<file path="src/rtl/mdio45_pkg.sv">
package mdio45_pkg;

  localparam logic [2:0] OPC_WR = 3'd5;
  localparam logic [2:0] OPC_RD = 3'd7;

  localparam logic [3:0] OFS_MGMT = 4'h0;
  localparam logic [3:0] OFS_ADDR = 4'h8;

  localparam logic [1:0] FR_ADDR  = 2'b00;
  localparam logic [1:0] FR_WRITE = 2'b01;
  localparam logic [1:0] FR_READ  = 2'b11;

  typedef enum logic [1:0] {
    SEQ_IDLE = 2'd0,
    SEQ_ADDR = 2'd1,
    SEQ_DATA = 2'd2
  } seq_state_e;

  // Frame body after preamble: ST, OP, port, device, TA, payload (MSB first)
  function automatic logic [31:0] build_frame(input logic [1:0] op,
                                              input logic [4:0] prt,
                                              input logic [4:0] dev,
                                              input logic [1:0] ta,
                                              input logic [15:0] payload);
    return {2'b00, op, prt, dev, ta, payload};
  endfunction

endpackage

</file>
<file path="src/rtl/mdio45_mdc_gen.sv">
module mdio45_mdc_gen #(
  parameter int CLK_DIV = 4
) (
  input  logic clk,
  input  logic rst_n,
  input  logic en,
  output logic mdc,
  output logic tick_rise,
  output logic tick_fall
);

  localparam int CW = (CLK_DIV > 1) ? $clog2(CLK_DIV) : 1;

  logic [CW-1:0] cnt_q, cnt_n;
  logic          mdc_q, mdc_n;
  logic          wrap;

  always_comb begin
    wrap  = (cnt_q == CW'(CLK_DIV - 1));
    cnt_n = cnt_q;
    mdc_n = mdc_q;
    if (en) begin
      cnt_n = wrap ? '0 : cnt_q + 1'b1;
      if (wrap) mdc_n = ~mdc_q;
    end else begin
      cnt_n = '0;
      mdc_n = 1'b0;
    end
  end

  always_ff @(posedge clk or negedge rst_n) begin
    if (!rst_n) begin
      cnt_q <= '0;
      mdc_q <= 1'b0;
    end else begin
      cnt_q <= cnt_n;
      mdc_q <= mdc_n;
    end
  end

  assign mdc       = mdc_q;
  assign tick_rise = en && wrap && !mdc_q;
  assign tick_fall = en && wrap && mdc_q;

endmodule

</file>
<file path="src/rtl/mdio45_frame_eng.sv">
module mdio45_frame_eng #(
  parameter int PRE_LEN = 32
) (
  input  logic        clk,
  input  logic        rst_n,
  input  logic        start,
  input  logic [31:0] word,
  input  logic        rd,
  input  logic        tick_rise,
  input  logic        tick_fall,
  input  logic        mdio_i,
  output logic        active,
  output logic        done,
  output logic        mdio_o,
  output logic        mdio_oe,
  output logic [15:0] cap_data
);

  localparam int TOTAL = PRE_LEN + 32;
  localparam int IW    = $clog2(TOTAL + 1);

  logic          active_q, active_n;
  logic [IW-1:0] idx_q, idx_n;
  logic [31:0]   word_q, word_n;
  logic          rd_q, rd_n;
  logic [15:0]   cap_q, cap_n;

  logic          last_bit;
  logic          in_body;
  logic [IW-1:0] body_idx;
  logic [4:0]    sel;

  assign last_bit = (idx_q == IW'(TOTAL - 1));
  assign done     = active_q && tick_fall && last_bit;

  always_comb begin
    active_n = active_q;
    idx_n    = idx_q;
    word_n   = word_q;
    rd_n     = rd_q;
    cap_n    = cap_q;
    if (start) begin
      active_n = 1'b1;
      idx_n    = '0;
      word_n   = word;
      rd_n     = rd;
    end else if (active_q && tick_fall) begin
      if (last_bit) active_n = 1'b0;
      else          idx_n    = idx_q + 1'b1;
    end
    if (active_q && rd_q && tick_rise && (idx_q >= IW'(PRE_LEN + 16)))
      cap_n = {cap_q[14:0], mdio_i};
  end

  always_ff @(posedge clk or negedge rst_n) begin
    if (!rst_n) begin
      active_q <= 1'b0;
      idx_q    <= '0;
      word_q   <= '0;
      rd_q     <= 1'b0;
      cap_q    <= '0;
    end else begin
      active_q <= active_n;
      idx_q    <= idx_n;
      word_q   <= word_n;
      rd_q     <= rd_n;
      cap_q    <= cap_n;
    end
  end

  assign in_body  = (idx_q >= IW'(PRE_LEN));
  assign body_idx = idx_q - IW'(PRE_LEN);
  assign sel      = 5'd31 - body_idx[4:0];
  assign mdio_oe  = active_q && !(rd_q && (idx_q >= IW'(PRE_LEN + 14)));
  assign mdio_o   = mdio_oe && (in_body ? word_q[sel] : 1'b1);
  assign active   = active_q;
  assign cap_data = cap_q;

  // a frame's last bit is followed by an idle engine
  a_r6_done_ends: assert property (@(posedge clk) disable iff (!rst_n)
    done |=> !active_q);

endmodule

</file>
<file path="src/rtl/mdio45_seq.sv">
module mdio45_seq
  import mdio45_pkg::*;
(
  input  logic        clk,
  input  logic        rst_n,
  input  logic        mgmt_we,
  input  logic [31:0] mgmt_wdata,
  input  logic [15:0] reg_addr,
  input  logic        eng_done,
  input  logic [15:0] cap_data,
  output logic        busy,
  output logic        eng_start,
  output logic [31:0] eng_word,
  output logic        eng_rd,
  output logic [31:0] mgmt_rdata
);

  seq_state_e  st_q, st_n;
  logic [2:0]  op_q, op_n;
  logic [4:0]  dev_q, dev_n;
  logic [4:0]  prt_q, prt_n;
  logic [15:0] data_q, data_n;
  logic [15:0] ra_q, ra_n;
  logic        rvalid_q, rvalid_n;
  logic        start_q, start_n;

  logic [2:0]  w_op;
  logic        accept;
  logic        is_rd;

  assign w_op   = mgmt_wdata[28:26];
  assign accept = mgmt_we && (st_q == SEQ_IDLE) && ((w_op == OPC_WR) || (w_op == OPC_RD));
  assign is_rd  = (op_q == OPC_RD);

  always_comb begin
    st_n     = st_q;
    op_n     = op_q;
    dev_n    = dev_q;
    prt_n    = prt_q;
    data_n   = data_q;
    ra_n     = ra_q;
    rvalid_n = rvalid_q;
    start_n  = 1'b0;
    unique case (st_q)
      SEQ_IDLE: if (accept) begin
        st_n     = SEQ_ADDR;
        op_n     = w_op;
        dev_n    = mgmt_wdata[25:21];
        prt_n    = mgmt_wdata[20:16];
        data_n   = mgmt_wdata[15:0];
        ra_n     = reg_addr;
        rvalid_n = 1'b0;
        start_n  = 1'b1;
      end
      SEQ_ADDR: if (eng_done) begin
        st_n    = SEQ_DATA;
        start_n = 1'b1;
      end
      SEQ_DATA: if (eng_done) begin
        st_n = SEQ_IDLE;
        if (is_rd) begin
          rvalid_n = 1'b1;
          data_n   = cap_data;
        end
      end
      default: st_n = SEQ_IDLE;
    endcase
  end

  always_ff @(posedge clk or negedge rst_n) begin
    if (!rst_n) begin
      st_q     <= SEQ_IDLE;
      op_q     <= '0;
      dev_q    <= '0;
      prt_q    <= '0;
      data_q   <= '0;
      ra_q     <= '0;
      rvalid_q <= 1'b0;
      start_q  <= 1'b0;
    end else begin
      st_q     <= st_n;
      op_q     <= op_n;
      dev_q    <= dev_n;
      prt_q    <= prt_n;
      data_q   <= data_n;
      ra_q     <= ra_n;
      rvalid_q <= rvalid_n;
      start_q  <= start_n;
    end
  end

  always_comb begin
    if (st_q == SEQ_DATA)
      eng_word = build_frame(is_rd ? FR_READ : FR_WRITE, prt_q, dev_q,
                             is_rd ? 2'b00 : 2'b10, is_rd ? 16'h0000 : data_q);
    else
      eng_word = build_frame(FR_ADDR, prt_q, dev_q, 2'b10, ra_q);
  end

  assign busy       = (st_q != SEQ_IDLE);
  assign eng_start  = start_q;
  assign eng_rd     = (st_q == SEQ_DATA) && is_rd;
  assign mgmt_rdata = {1'b0, busy, rvalid_q, op_q, dev_q, prt_q, data_q};

  // busy only drops when the data frame reports completion
  a_r7_busy_hold: assert property (@(posedge clk) disable iff (!rst_n)
    busy && !((st_q == SEQ_DATA) && eng_done) |=> busy);

  // latched fields frozen while a transaction runs
  a_r8_fields_frozen: assert property (@(posedge clk) disable iff (!rst_n)
    busy |=> $stable({op_q, dev_q, prt_q}));

  // a new transaction never starts with read-valid set
  a_r10_rvalid_clear: assert property (@(posedge clk) disable iff (!rst_n)
    $rose(busy) |-> !rvalid_q);

  // read-valid only rises at the end of a read
  a_r5_rvalid_read: assert property (@(posedge clk) disable iff (!rst_n)
    $rose(rvalid_q) |-> (op_q == OPC_RD) && !busy);

endmodule

</file>
<file path="src/rtl/mdio45_master.sv">
module mdio45_master
  import mdio45_pkg::*;
#(
  parameter int CLK_DIV = 4,
  parameter int PRE_LEN = 32
) (
  input  logic        clk,
  input  logic        rst_n,
  input  logic        csr_we,
  input  logic [3:0]  csr_addr,
  input  logic [31:0] csr_wdata,
  output logic [31:0] csr_rdata,
  output logic        mdc,
  output logic        mdio_o,
  output logic        mdio_oe,
  input  logic        mdio_i
);

  logic [15:0] regaddr_q, regaddr_n;
  logic        mgmt_we;
  logic        busy;
  logic        eng_start, eng_rd, eng_active, eng_done;
  logic [31:0] eng_word;
  logic [15:0] cap_data;
  logic [31:0] mgmt_rdata;
  logic        tick_rise, tick_fall;

  assign mgmt_we = csr_we && (csr_addr == OFS_MGMT);

  always_comb begin
    regaddr_n = regaddr_q;
    if (csr_we && (csr_addr == OFS_ADDR)) regaddr_n = csr_wdata[15:0];
  end

  always_ff @(posedge clk or negedge rst_n) begin
    if (!rst_n) regaddr_q <= '0;
    else        regaddr_q <= regaddr_n;
  end

  always_comb begin
    unique case (csr_addr)
      OFS_MGMT: csr_rdata = mgmt_rdata;
      OFS_ADDR: csr_rdata = {16'h0000, regaddr_q};
      default:  csr_rdata = '0;
    endcase
  end

  mdio45_seq u_seq (
    .clk        (clk),
    .rst_n      (rst_n),
    .mgmt_we    (mgmt_we),
    .mgmt_wdata (csr_wdata),
    .reg_addr   (regaddr_q),
    .eng_done   (eng_done),
    .cap_data   (cap_data),
    .busy       (busy),
    .eng_start  (eng_start),
    .eng_word   (eng_word),
    .eng_rd     (eng_rd),
    .mgmt_rdata (mgmt_rdata)
  );

  mdio45_mdc_gen #(.CLK_DIV(CLK_DIV)) u_mdc (
    .clk       (clk),
    .rst_n     (rst_n),
    .en        (eng_active),
    .mdc       (mdc),
    .tick_rise (tick_rise),
    .tick_fall (tick_fall)
  );

  mdio45_frame_eng #(.PRE_LEN(PRE_LEN)) u_eng (
    .clk       (clk),
    .rst_n     (rst_n),
    .start     (eng_start),
    .word      (eng_word),
    .rd        (eng_rd),
    .tick_rise (tick_rise),
    .tick_fall (tick_fall),
    .mdio_i    (mdio_i),
    .active    (eng_active),
    .done      (eng_done),
    .mdio_o    (mdio_o),
    .mdio_oe   (mdio_oe),
    .cap_data  (cap_data)
  );

  // data line holds while the management clock is high
  a_r11_stable_high: assert property (@(posedge clk) disable iff (!rst_n)
    mdc && $past(mdc) |-> $stable(mdio_o));

  // nothing toggles or drives while idle
  a_r11_idle_quiet: assert property (@(posedge clk) disable iff (!rst_n)
    !busy |-> !mdc && !mdio_oe);

endmodule

</file>
<file path="config.mk">
export PLATFORM = sky130hd
export DESIGN_NAME = mdio45_master
export DESIGN_NICKNAME = d
export VERILOG_FILES = /design/src/rtl/mdio45_pkg.sv /design/src/rtl/mdio45_mdc_gen.sv /design/src/rtl/mdio45_frame_eng.sv /design/src/rtl/mdio45_seq.sv /design/src/rtl/mdio45_master.sv
export SDC_FILE = /design/constraint.sdc
export NUM_CORES = 1
export LEC_CHECK = 0
export BUFFER_PORTS_ARGS = -buffer_cell sky130_fd_sc_hd__buf_2
export CAP_MARGIN = 20
export CORE_UTILIZATION = 53
export CTS_BUF_LIST = sky130_fd_sc_hd__clkbuf_16
export DETAILED_ROUTE_END_ITERATION = 8
export PLACE_DENSITY = 0.77
export SETUP_SLACK_MARGIN = 0.4
export SLEW_MARGIN = 20
export SYNTH_ARGS = -nofsm -noshare
export SYNTH_HDL_FRONTEND = slang
export SYNTH_HIERARCHICAL = 1
export SYNTH_SLANG_ARGS = --single-unit
</file>
<file path="constraint.sdc">
create_clock -name clk -period 2.4 [get_ports clk]
set_clock_uncertainty 0.2 [all_clocks]
set_input_delay 0.48 -clock clk [delete_from_list [all_inputs] [get_ports clk]]
set_output_delay 0.48 -clock clk [all_outputs]
set_load 0.01 [all_outputs]
</file>
==> impl_metrics.toml, run 1 <==
[route]
vias_per_cell = 5.70
vias = 4145
drc = 0
dr.first_iter.drc_count = 264
ant_nets = 0
wl_per_cell_um = 19.4
first_pass_iters = 4
routed_wl_um = 14100

[global_routing]
grt_pass1_wl_um = 22400
antenna_found_initial = 0
grt.total_usage_pct = 25.5
grt_pass1_vias = 4209
gr-total-overflow = 0
grt_max_degree = 56

[job]
cap_violations = 0

[synthesis]
yosys.area.top_type = "dfrtp_1"
ys.flop_type = "dfrtp_1"
netlist_area_um2 = 6120
syn_avg_cell_area_um2 = 12.7
synthCells = 482
yosys_warnings = 6
netlist_top_cells_area = "dfrtp_1 51%, mux2_2 16%, mux2_4 4.9%"
synth_seq_area_share_pct = 51.1
ys_ff_latch = 125
synth.distinct_cells = 55
postSynth.asyncResetShare_pct = 100
synth_top_cell_area_share_pct = 51.1
synth_edf_count = 0

[run_status]
failed_checks = "setup timing"
run_status = "complete, but fails checks"

[placed_design]
pre_cts_slack_ps = -74.7
post-dp-hpwl_um = 8380
port_buffers = 70
place_congestion = 0.864

[timing]
timing.slew.headroom_pct = 64.6
fmax_mhz = 357
setup_tns_ps = -447
maxSlewViolCount = 0
final-setup-viol-count = 2
fin_hold_ws_ps = 97.3
rsz0062_at_grt = "yes"
fin_crit_ps = 2800
min_period_over_period_pct = 117
tightestPinTransition_ps = 530
finalHoldViolations = 0
layout_setup_ws_ps = -404

[power_and_ir_drop]
power.total_mw = 4.90
vdd_drop_max_v = 0.000546
pwr-share-comb_pct = 5.2
seqPwrFrac_pct = 45.7
clock_power_share_pct = 49.1
power_switching_mw = 1.09
p_leak_nw = 3.94
power_density_nw_per_um2 = 631
switching_share_pct = 22.2
intPower_mw = 3.81

[worst_setup_path]
end_kind = "output pin"
cp.required_ps = 1720
critical_path_class = "reg2out"
cp.arrival_ps = 2120
startpoint_type = "flip-flop"
crit_path_max_fanout = 6

[floorplan]
core-area_um2 = 11000
rows = 38
start_util_pct = 55.5
die_area_um2 = 12000
die_w_um = 109
fp.dieH_um = 109
pin_count = 75

[clock_network]
tritoncts = "yes"
clockBufferDepth = 2
clockRootBuffer = "clkbuf_16"
cts_sinks = 125
path_clk_slew_ps = 50
cts_made_buffers = 17
htree_levels = 4
insertion_delay_ps = 420

[layout]
fill_cells = 741
seq_area_um2 = 3130
drive_gt1_share_pct = 50.8
final_net_count = 618
diodes = 0
final_common_cell = "dfrtp_1"
mostFrequentLayoutCells = "123 x dfrtp_1, 83 x mux2_2, 53 x buf_2, 52 x nand2_1, 33 x a22o_1"
syn_to_final_growth_pct = 26.9
fin_util_pct = 70.4
multiInputGateArea_um2 = 2830

[worst_hold_path]
worstHoldPathType = "in2reg"
[sequential cells by signal (all words and copies together) (netlist names), 3 cells and up]
register        count
regaddr_q          16
u_eng/cap_data     16
u_eng/idx_q         7
u_eng/word_q       32
u_seq/data_q       16
u_seq/dev_q         5
u_seq/op_q          3
u_seq/prt_q         5
u_seq/ra_q         16
[per-stage QoR]
| step | cell area (um2) | cells |
|---|---|---|
| 2_1_floorplan | 6190 | 485 |
| 3_3_place_gp | 6620 | 670 |
| 3_5_place_dp | 6620 | 670 |
| 4_1_cts | 7670 | 723 |
| 5_1_grt | 7770 | 727 |
| 6_report | 7770 | 727 |
[cells by family (layout without fill, tap and decap cells)]
kind of cell / count (synthesis) / after routing / share of synthesized area (%)
multiplexers: 122 / 122 / 24.2
XOR/XNOR: 2 / 2 / 0.286
adder cells (fa/ha/maj): 3 / 3 / 0.613
buffers and inverters: 56 / 158 / 5.74
AO/OA/AOI/OAI: 60 / 60 / 8.22
AND/OR/NAND/NOR: 113 / 113 / 9.81
flip-flops: 125 / 125 / 51.1
other: 1 / 4 / 0.0613
[metal layers]
layer	global-route usage (%)	wire [um]
met5	0	0
met4	11.2	383
met3	7.17	741
met2	41.0	7060
met1	32.3	5910
[critical path, cell delays in order, from the launching register on]
cell       delay (ps)
dfrtp_2           450
buf_6             160
mux2_2            340
o31ai_1           270
o221a_1           280
a2111oi_4          50
buf_2             170
[worst paths after layout]
check                      cells past startpoint           start               to  slack (ps)
max in group asynchronous                      3           rst_n  u_seq/data_q[5]        1060
hold reg to reg                                1  u_mdc/cnt_q[0]   u_mdc/cnt_q[0]         280
setup reg to reg                               9  u_eng/idx_q[0]  u_seq/data_q[3]         160
min in group asynchronous                      2           rst_n   u_seq/prt_q[3]         340
hold / removal                                 2   csr_wdata[24]   u_seq/dev_q[3]         100
setup / recovery                               6  u_eng/idx_q[0]           mdio_o        -400
[cells in the mapped netlist (2+ instances only)]
| cell type | count |
|---|---|
| buf_2 | 11 |
| nand2b_1 | 4 |
| or4_1 | 2 |
| buf_8 | 2 |
| dfrtp_1 | 125 |
| mux2_4 | 20 |
| nor2b_1 | 2 |
| o31ai_1 | 3 |
| buf_4 | 20 |
| and2_1 | 20 |
| o21ai_0 | 6 |
| or3_1 | 2 |
| mux4_1 | 2 |
| a21oi_1 | 6 |
| buf_6 | 4 |
| inv_1 | 9 |
| nor3b_1 | 3 |
| a22oi_1 | 2 |
| mux2i_1 | 9 |
| clkbuf_1 | 9 |
| nand2_1 | 53 |
| nand3_1 | 6 |
| nor2_1 | 8 |
| a22o_1 | 33 |
| mux2_2 | 89 |
| ha_1 | 3 |
[cell type report]
cell class | instances | area share (%)
Sequential cell | 125 | 40.3
Multi-Input combinational cell | 304 | 36.4
Timing Repair Buffer | 117 | 13.4
Clock buffer | 17 | 5.48
Tap cell | 140 | 2.25
Clock inverter | 14 | 1.67
Inverter | 10 | 0.483
[power by group through the flow]
stage          Combinational (mW)  Sequential [mW]  Clock (mW)
3_3_place_gp                0.216             2.26           0
2_1_floorplan               0.119             2.25           0
4_1_cts                     0.258             2.23        2.43
3_5_place_dp                0.224             2.27           0
6_report                    0.255             2.24        2.41
5_1_grt                     0.279             2.24        2.54
[repair_timing]
action	in CTS	in global routing
buffers inserted	15	4
hold buffers	1	0
endpoints found under the setup margin	59	60
endpoints found under the hold margin	23	0
resized for setup	63	21
gates cloned	6	0
pin swaps	28	10
Power figures use the tool's default switching activity.
==> run 2: changes to the inputs <==
Settings changed: BUFFER_PORTS_ARGS -buffer_cell sky130_fd_sc_hd__buf_2 to -buffer_cell sky130_fd_sc_hd__buf_4.
==> impl_metrics.toml, run 2 (same netlist as run 1, synthesis figures left out) <==
[timing]
setup_tns_ps = -622
timing.slew.headroom_pct = 54.0
final-setup-viol-count = 5
finalHoldViolations = 0
rsz0062_at_grt = "yes"
tightestPinTransition_ps = 689
maxSlewViolCount = 0
fin_crit_ps = 2840
fmax_mhz = 352
fin_hold_ws_ps = 98.7
layout_setup_ws_ps = -443
min_period_over_period_pct = 118

[worst_setup_path]
r2r_cells = 11
end_kind = "output pin"
startpoint = "u_eng/idx_q[0]"
critical_path_class = "reg2out"
cp.required_ps = 1720
worst_r2r_endpoint = "u_eng/idx_q[3]"
r2r_slack_ps = -70
startpoint_type = "flip-flop"
crit_path_max_fanout = 7
r2r-start = "u_eng/idx_q[0]"
endpoint = "mdio_o"
cp.arrival_ps = 2160

[worst_hold_path]
worstHoldPathType = "in2reg"

[global_routing]
grt.total_usage_pct = 26.0
grt_pass1_wl_um = 22900
grt_pass1_vias = 4386
grt_max_degree = 126
antenna_found_initial = 0
gr-total-overflow = 0

[route]
wl_per_cell_um = 20.9
dr.first_iter.drc_count = 222
routed_wl_um = 15500
met3_length_um = 815
met1_length_um = 6370
drc = 0
highest_layer = "met4"
first_pass_iters = 4
vias = 4292
dr_wl_met2_um = 7970
vias_per_cell = 5.78
ant_nets = 0

[floorplan]
die_w_um = 109
rows = 38
pin_count = 75
start_util_pct = 55.5
core-area_um2 = 11000
die_area_um2 = 12000
fp.dieH_um = 109

[placed_design]
port_buffers = 70
place_congestion = 0.851
pre_cts_slack_ps = -104
post-dp-hpwl_um = 8500
postPlaceCellArea_um2 = 6780

[job]
cap_violations = 0

[layout]
final_common_cell = "dfrtp_1"
mostFrequentLayoutCells = "121 x dfrtp_1, 81 x mux2_2, 65 x buf_4, 51 x nand2_1, 49 x buf_6"
regMostFlops = "u_eng/word_q"
largest_reg_flops = 32
syn_to_final_growth_pct = 33.7
drive_gt1_share_pct = 53.0
final_area_um2 = 8180
final_net_count = 633
diodes = 0
fin_util_pct = 74.2

[power_and_ir_drop]
power_density_nw_per_um2 = 621
vdd_drop_max_v = 0.000472
p_leak_nw = 4.12

[clock_network]
htree_levels = 4
tritoncts = "yes"
path_clk_slew_ps = 50
clockBufferDepth = 2
cts_made_buffers = 17
cts_sinks = 125
insertion_delay_ps = 410
clockRootBuffer = "clkbuf_16"

[run_status]
run_status = "complete, but fails checks"
failed_checks = "setup timing"
run 2: final cells by class:
type / count / area (um2)
inverters: 10 / 37.5
flip-flops and latches: 125 / 3130
clock inverters: 14 / 161
multi-input cells: 304 / 2880
clock buffers: 17 / 425
fillers: 691 / 2850
repair buffers: 132 / 1370
well taps: 140 / 175
run 2: worst min path at each step:
| stage | start | end | slack (ps) | cells after the start |
|---|---|---|---|---|
| global placement | u_mdc/cnt_q[0] | u_mdc/cnt_q[0] | 220 | 1 |
| floorplan | rst_n | regaddr_q[0] | -20 | 0 |
| finish | csr_wdata[22] | u_seq/dev_q[1] | 100 | 2 |
| CTS | csr_wdata[22] | u_seq/dev_q[1] | 80 | 2 |
| global route | csr_wdata[16] | u_seq/prt_q[0] | 80 | 2 |
| detailed placement | u_mdc/cnt_q[0] | u_mdc/cnt_q[0] | 240 | 1 |
run 2: metal layers:
metal / global-route usage (%) / vias up
li1: - / 1911
met1: 33.1 / 2202
met2: 43.9 / 147
met3: 5.75 / 32
met4: 8.95 / 0
met5: 0 / -
run 2: where the power goes:
group          switching (mW)  internal, mW  total, mW
Clock                   0.872          1.70       2.57
Sequential             0.0610          2.18       2.24
Combinational           0.114         0.162      0.276
Total                    1.05          4.03       5.08
run 2: worst max-delay path: stages, from the launching register on:
cell and delay, ps:
dfrtp_2 430, buf_6 160, mux2_2 350, o31ai_1 270, o221a_1 300, a2111oi_4 50, buf_4 180
run 2: repair_timing:
action	CTS	global route
gates resized for setup	92	33
pin swaps	19	30
endpoints found under the hold margin	1	0
hold buffers	1	0
cloned	4	2
setup buffers	16	15
setup endpoints to repair	58	118
run 2: per-stage QoR:
stage,std cells,power [mW]
2_1_floorplan,485,2.37
3_5_place_dp,673,2.50
5_1_grt,742,5.24
3_3_place_gp,673,2.49
6_report,742,5.08
4_1_cts,725,5.10
==> run 3: changes to the inputs <==
==> constraint.sdc (replaced) <==
create_clock -name clk -period 2.4 [get_ports clk]
set_clock_uncertainty 0.2 [all_clocks]
set_input_delay 0.12 -clock clk [delete_from_list [all_inputs] [get_ports clk]]
set_output_delay 0.12 -clock clk [all_outputs]
set_load 0.01 [all_outputs]
==> impl_metrics.toml, run 3 (same netlist as run 1, synthesis figures left out) <==
[worst_setup_path]
cp_cell_sequence = "bufbuf_16 -> mux2_2 -> o31ai_1 -> o221a_1 -> a2111oi_4 -> buf_4"
startpoint_type = "flip-flop"
path_buf_inv = 2
r2r_slack_ps = 350
critical_path.max_stage_delay_ps = 400
cp_top_family = "compound AO/OA/AOI/OAI gates"
critical_path_class = "reg2out"
crit_path_max_fanout = 4
r2r-start = "u_eng/idx_q[0]"
cp_slowest_cell = "dfrtp_1"
cp.arrival_ps = 2130
startpoint = "u_eng/idx_q[0]"
cp.required_ps = 2080
end_kind = "output pin"

[layout]
drive_gt1_share_pct = 45.9
syn_to_final_growth_pct = 30.4
fin_cells = 743
diodes = 0
final_net_count = 633
mostFrequentLayoutCells = "123 x dfrtp_1, 90 x buf_4, 67 x mux2_2, 51 x nand2_1, 42 x mux2_4"
final_common_cell = "dfrtp_1"
regMostFlops = "u_eng/word_q"
fin_util_pct = 72.3
largest_reg_flops = 32

[placed_design]
placed_cells = 667
pre_cts_slack_ps = 253
place_congestion = 0.828
post-dp-hpwl_um = 8300
port_buffers = 70

[timing]
fin_hold_ws_ps = 49.6
rsz0062_at_grt = "yes"
fin_crit_ps = 2450
layout_setup_ws_ps = -45.7
maxSlewViolCount = 0
timing.slew.headroom_pct = 62.7
min_period_over_period_pct = 102
finalHoldViolations = 0
fmax_mhz = 409
tightestPinTransition_ps = 559
final-setup-viol-count = 1

[route]
wl_per_cell_um = 18.4
vias = 4154
first_pass_iters = 5
ant_nets = 0
drc = 0
routed_wl_um = 13700
dr.first_iter.drc_count = 299
vias_per_cell = 5.59

[power_and_ir_drop]
switching_share_pct = 21.6
power.total_mw = 5.20
p_leak_nw = 4.00
vdd_drop_max_v = 0.000592
pwr-share-comb_pct = 5.3
clock_power_share_pct = 51.7
seqPwrFrac_pct = 43.0
power_switching_mw = 1.12
power_density_nw_per_um2 = 651
intPower_mw = 4.08

[global_routing]
grt.total_usage_pct = 24.7
grt_max_degree = 65
grt_pass1_vias = 4364
gr-total-overflow = 0
antenna_found_initial = 0
grt_pass1_wl_um = 21800

[run_status]
run_status = "complete, but fails checks"
failed_checks = "setup timing"

[floorplan]
rows = 38
fp.dieH_um = 109
start_util_pct = 55.5
die_area_um2 = 12000
die_w_um = 109
core-area_um2 = 11000
pin_count = 75

[clock_network]
cts_sinks = 125
cts_made_buffers = 17
tritoncts = "yes"
insertion_delay_ps = 420
htree_levels = 4
clockRootBuffer = "clkbuf_16"
clockBufferDepth = 2
path_clk_slew_ps = 60

[job]
cap_violations = 0

[worst_hold_path]
worstHoldPathType = "in2async"
-- run 3: cell types whose count changed in the layout (fill, tap and decap cells not counted), moves of 14 or more --
cell,change
mux2_4,+14
mux2_2,-14
dlygate4sd3_1,+28
buf_4,+25
buf_6,-41
and2_1,+15
and2_4,-16
-- run 3: repair_timing --
item	4_1_cts	5_1_grt
resized for setup	23	31
endpoints found under the hold margin	110	0
hold buffers	29	0
pin swaps	9	9
buffers inserted	10	3
setup endpoints to repair	28	46
gates cloned	1	1
-- run 3: final cells by class --
class                      count  area [um2]
timing repair buffer         132        1170
fill                         732        3050
tap                          140         175
inverter                      10        37.5
clock buffer                  17         425
sequential                   125        3130
multi-input combinational    304        2850
clock inverter                15         195
-- run 3: routing by layer --
layer  GRT usage (%)  up-vias  part of all wire (%)
met4            9.71        0                   1.5
li1                -     1905                     -
met2            40.5      109                    51
met5               0        -                     0
met1            30.3     2122                    43
met3            7.82       18                   4.0
-- run 3: worst paths after layout --
check,to,cells past startpoint
worst max-delay path,mdio_o,6
worst min-delay path,u_seq/prt_q[4],2
worst max register to register,u_seq/data_q[0],7
worst min register to register,u_seq/rvalid_q,1
max in group asynchronous,regaddr_q[15],3
min in group clk,regaddr_q[8],3
-- run 3: power groups by stage --
stage	sequential, mW	clock [mW]	combinational [mW]
floorplan	2.25	0	0.118
global placement	2.26	0	0.231
detailed placement	2.27	0	0.240
CTS	2.23	2.73	0.279
global route	2.24	2.85	0.304
finish	2.24	2.69	0.277
-- run 3: metrics by stage --
| step | cell area (um2) | TNS, ps |
|---|---|---|
| after global placement | 6720 | 0 |
| final | 7980 | -45.7 |
| after CTS | 7810 | -56.2 |
| after detailed placement | 6720 | 0 |
| after floorplan | 6180 | 0 |
| after global routing | 7980 | -137 |
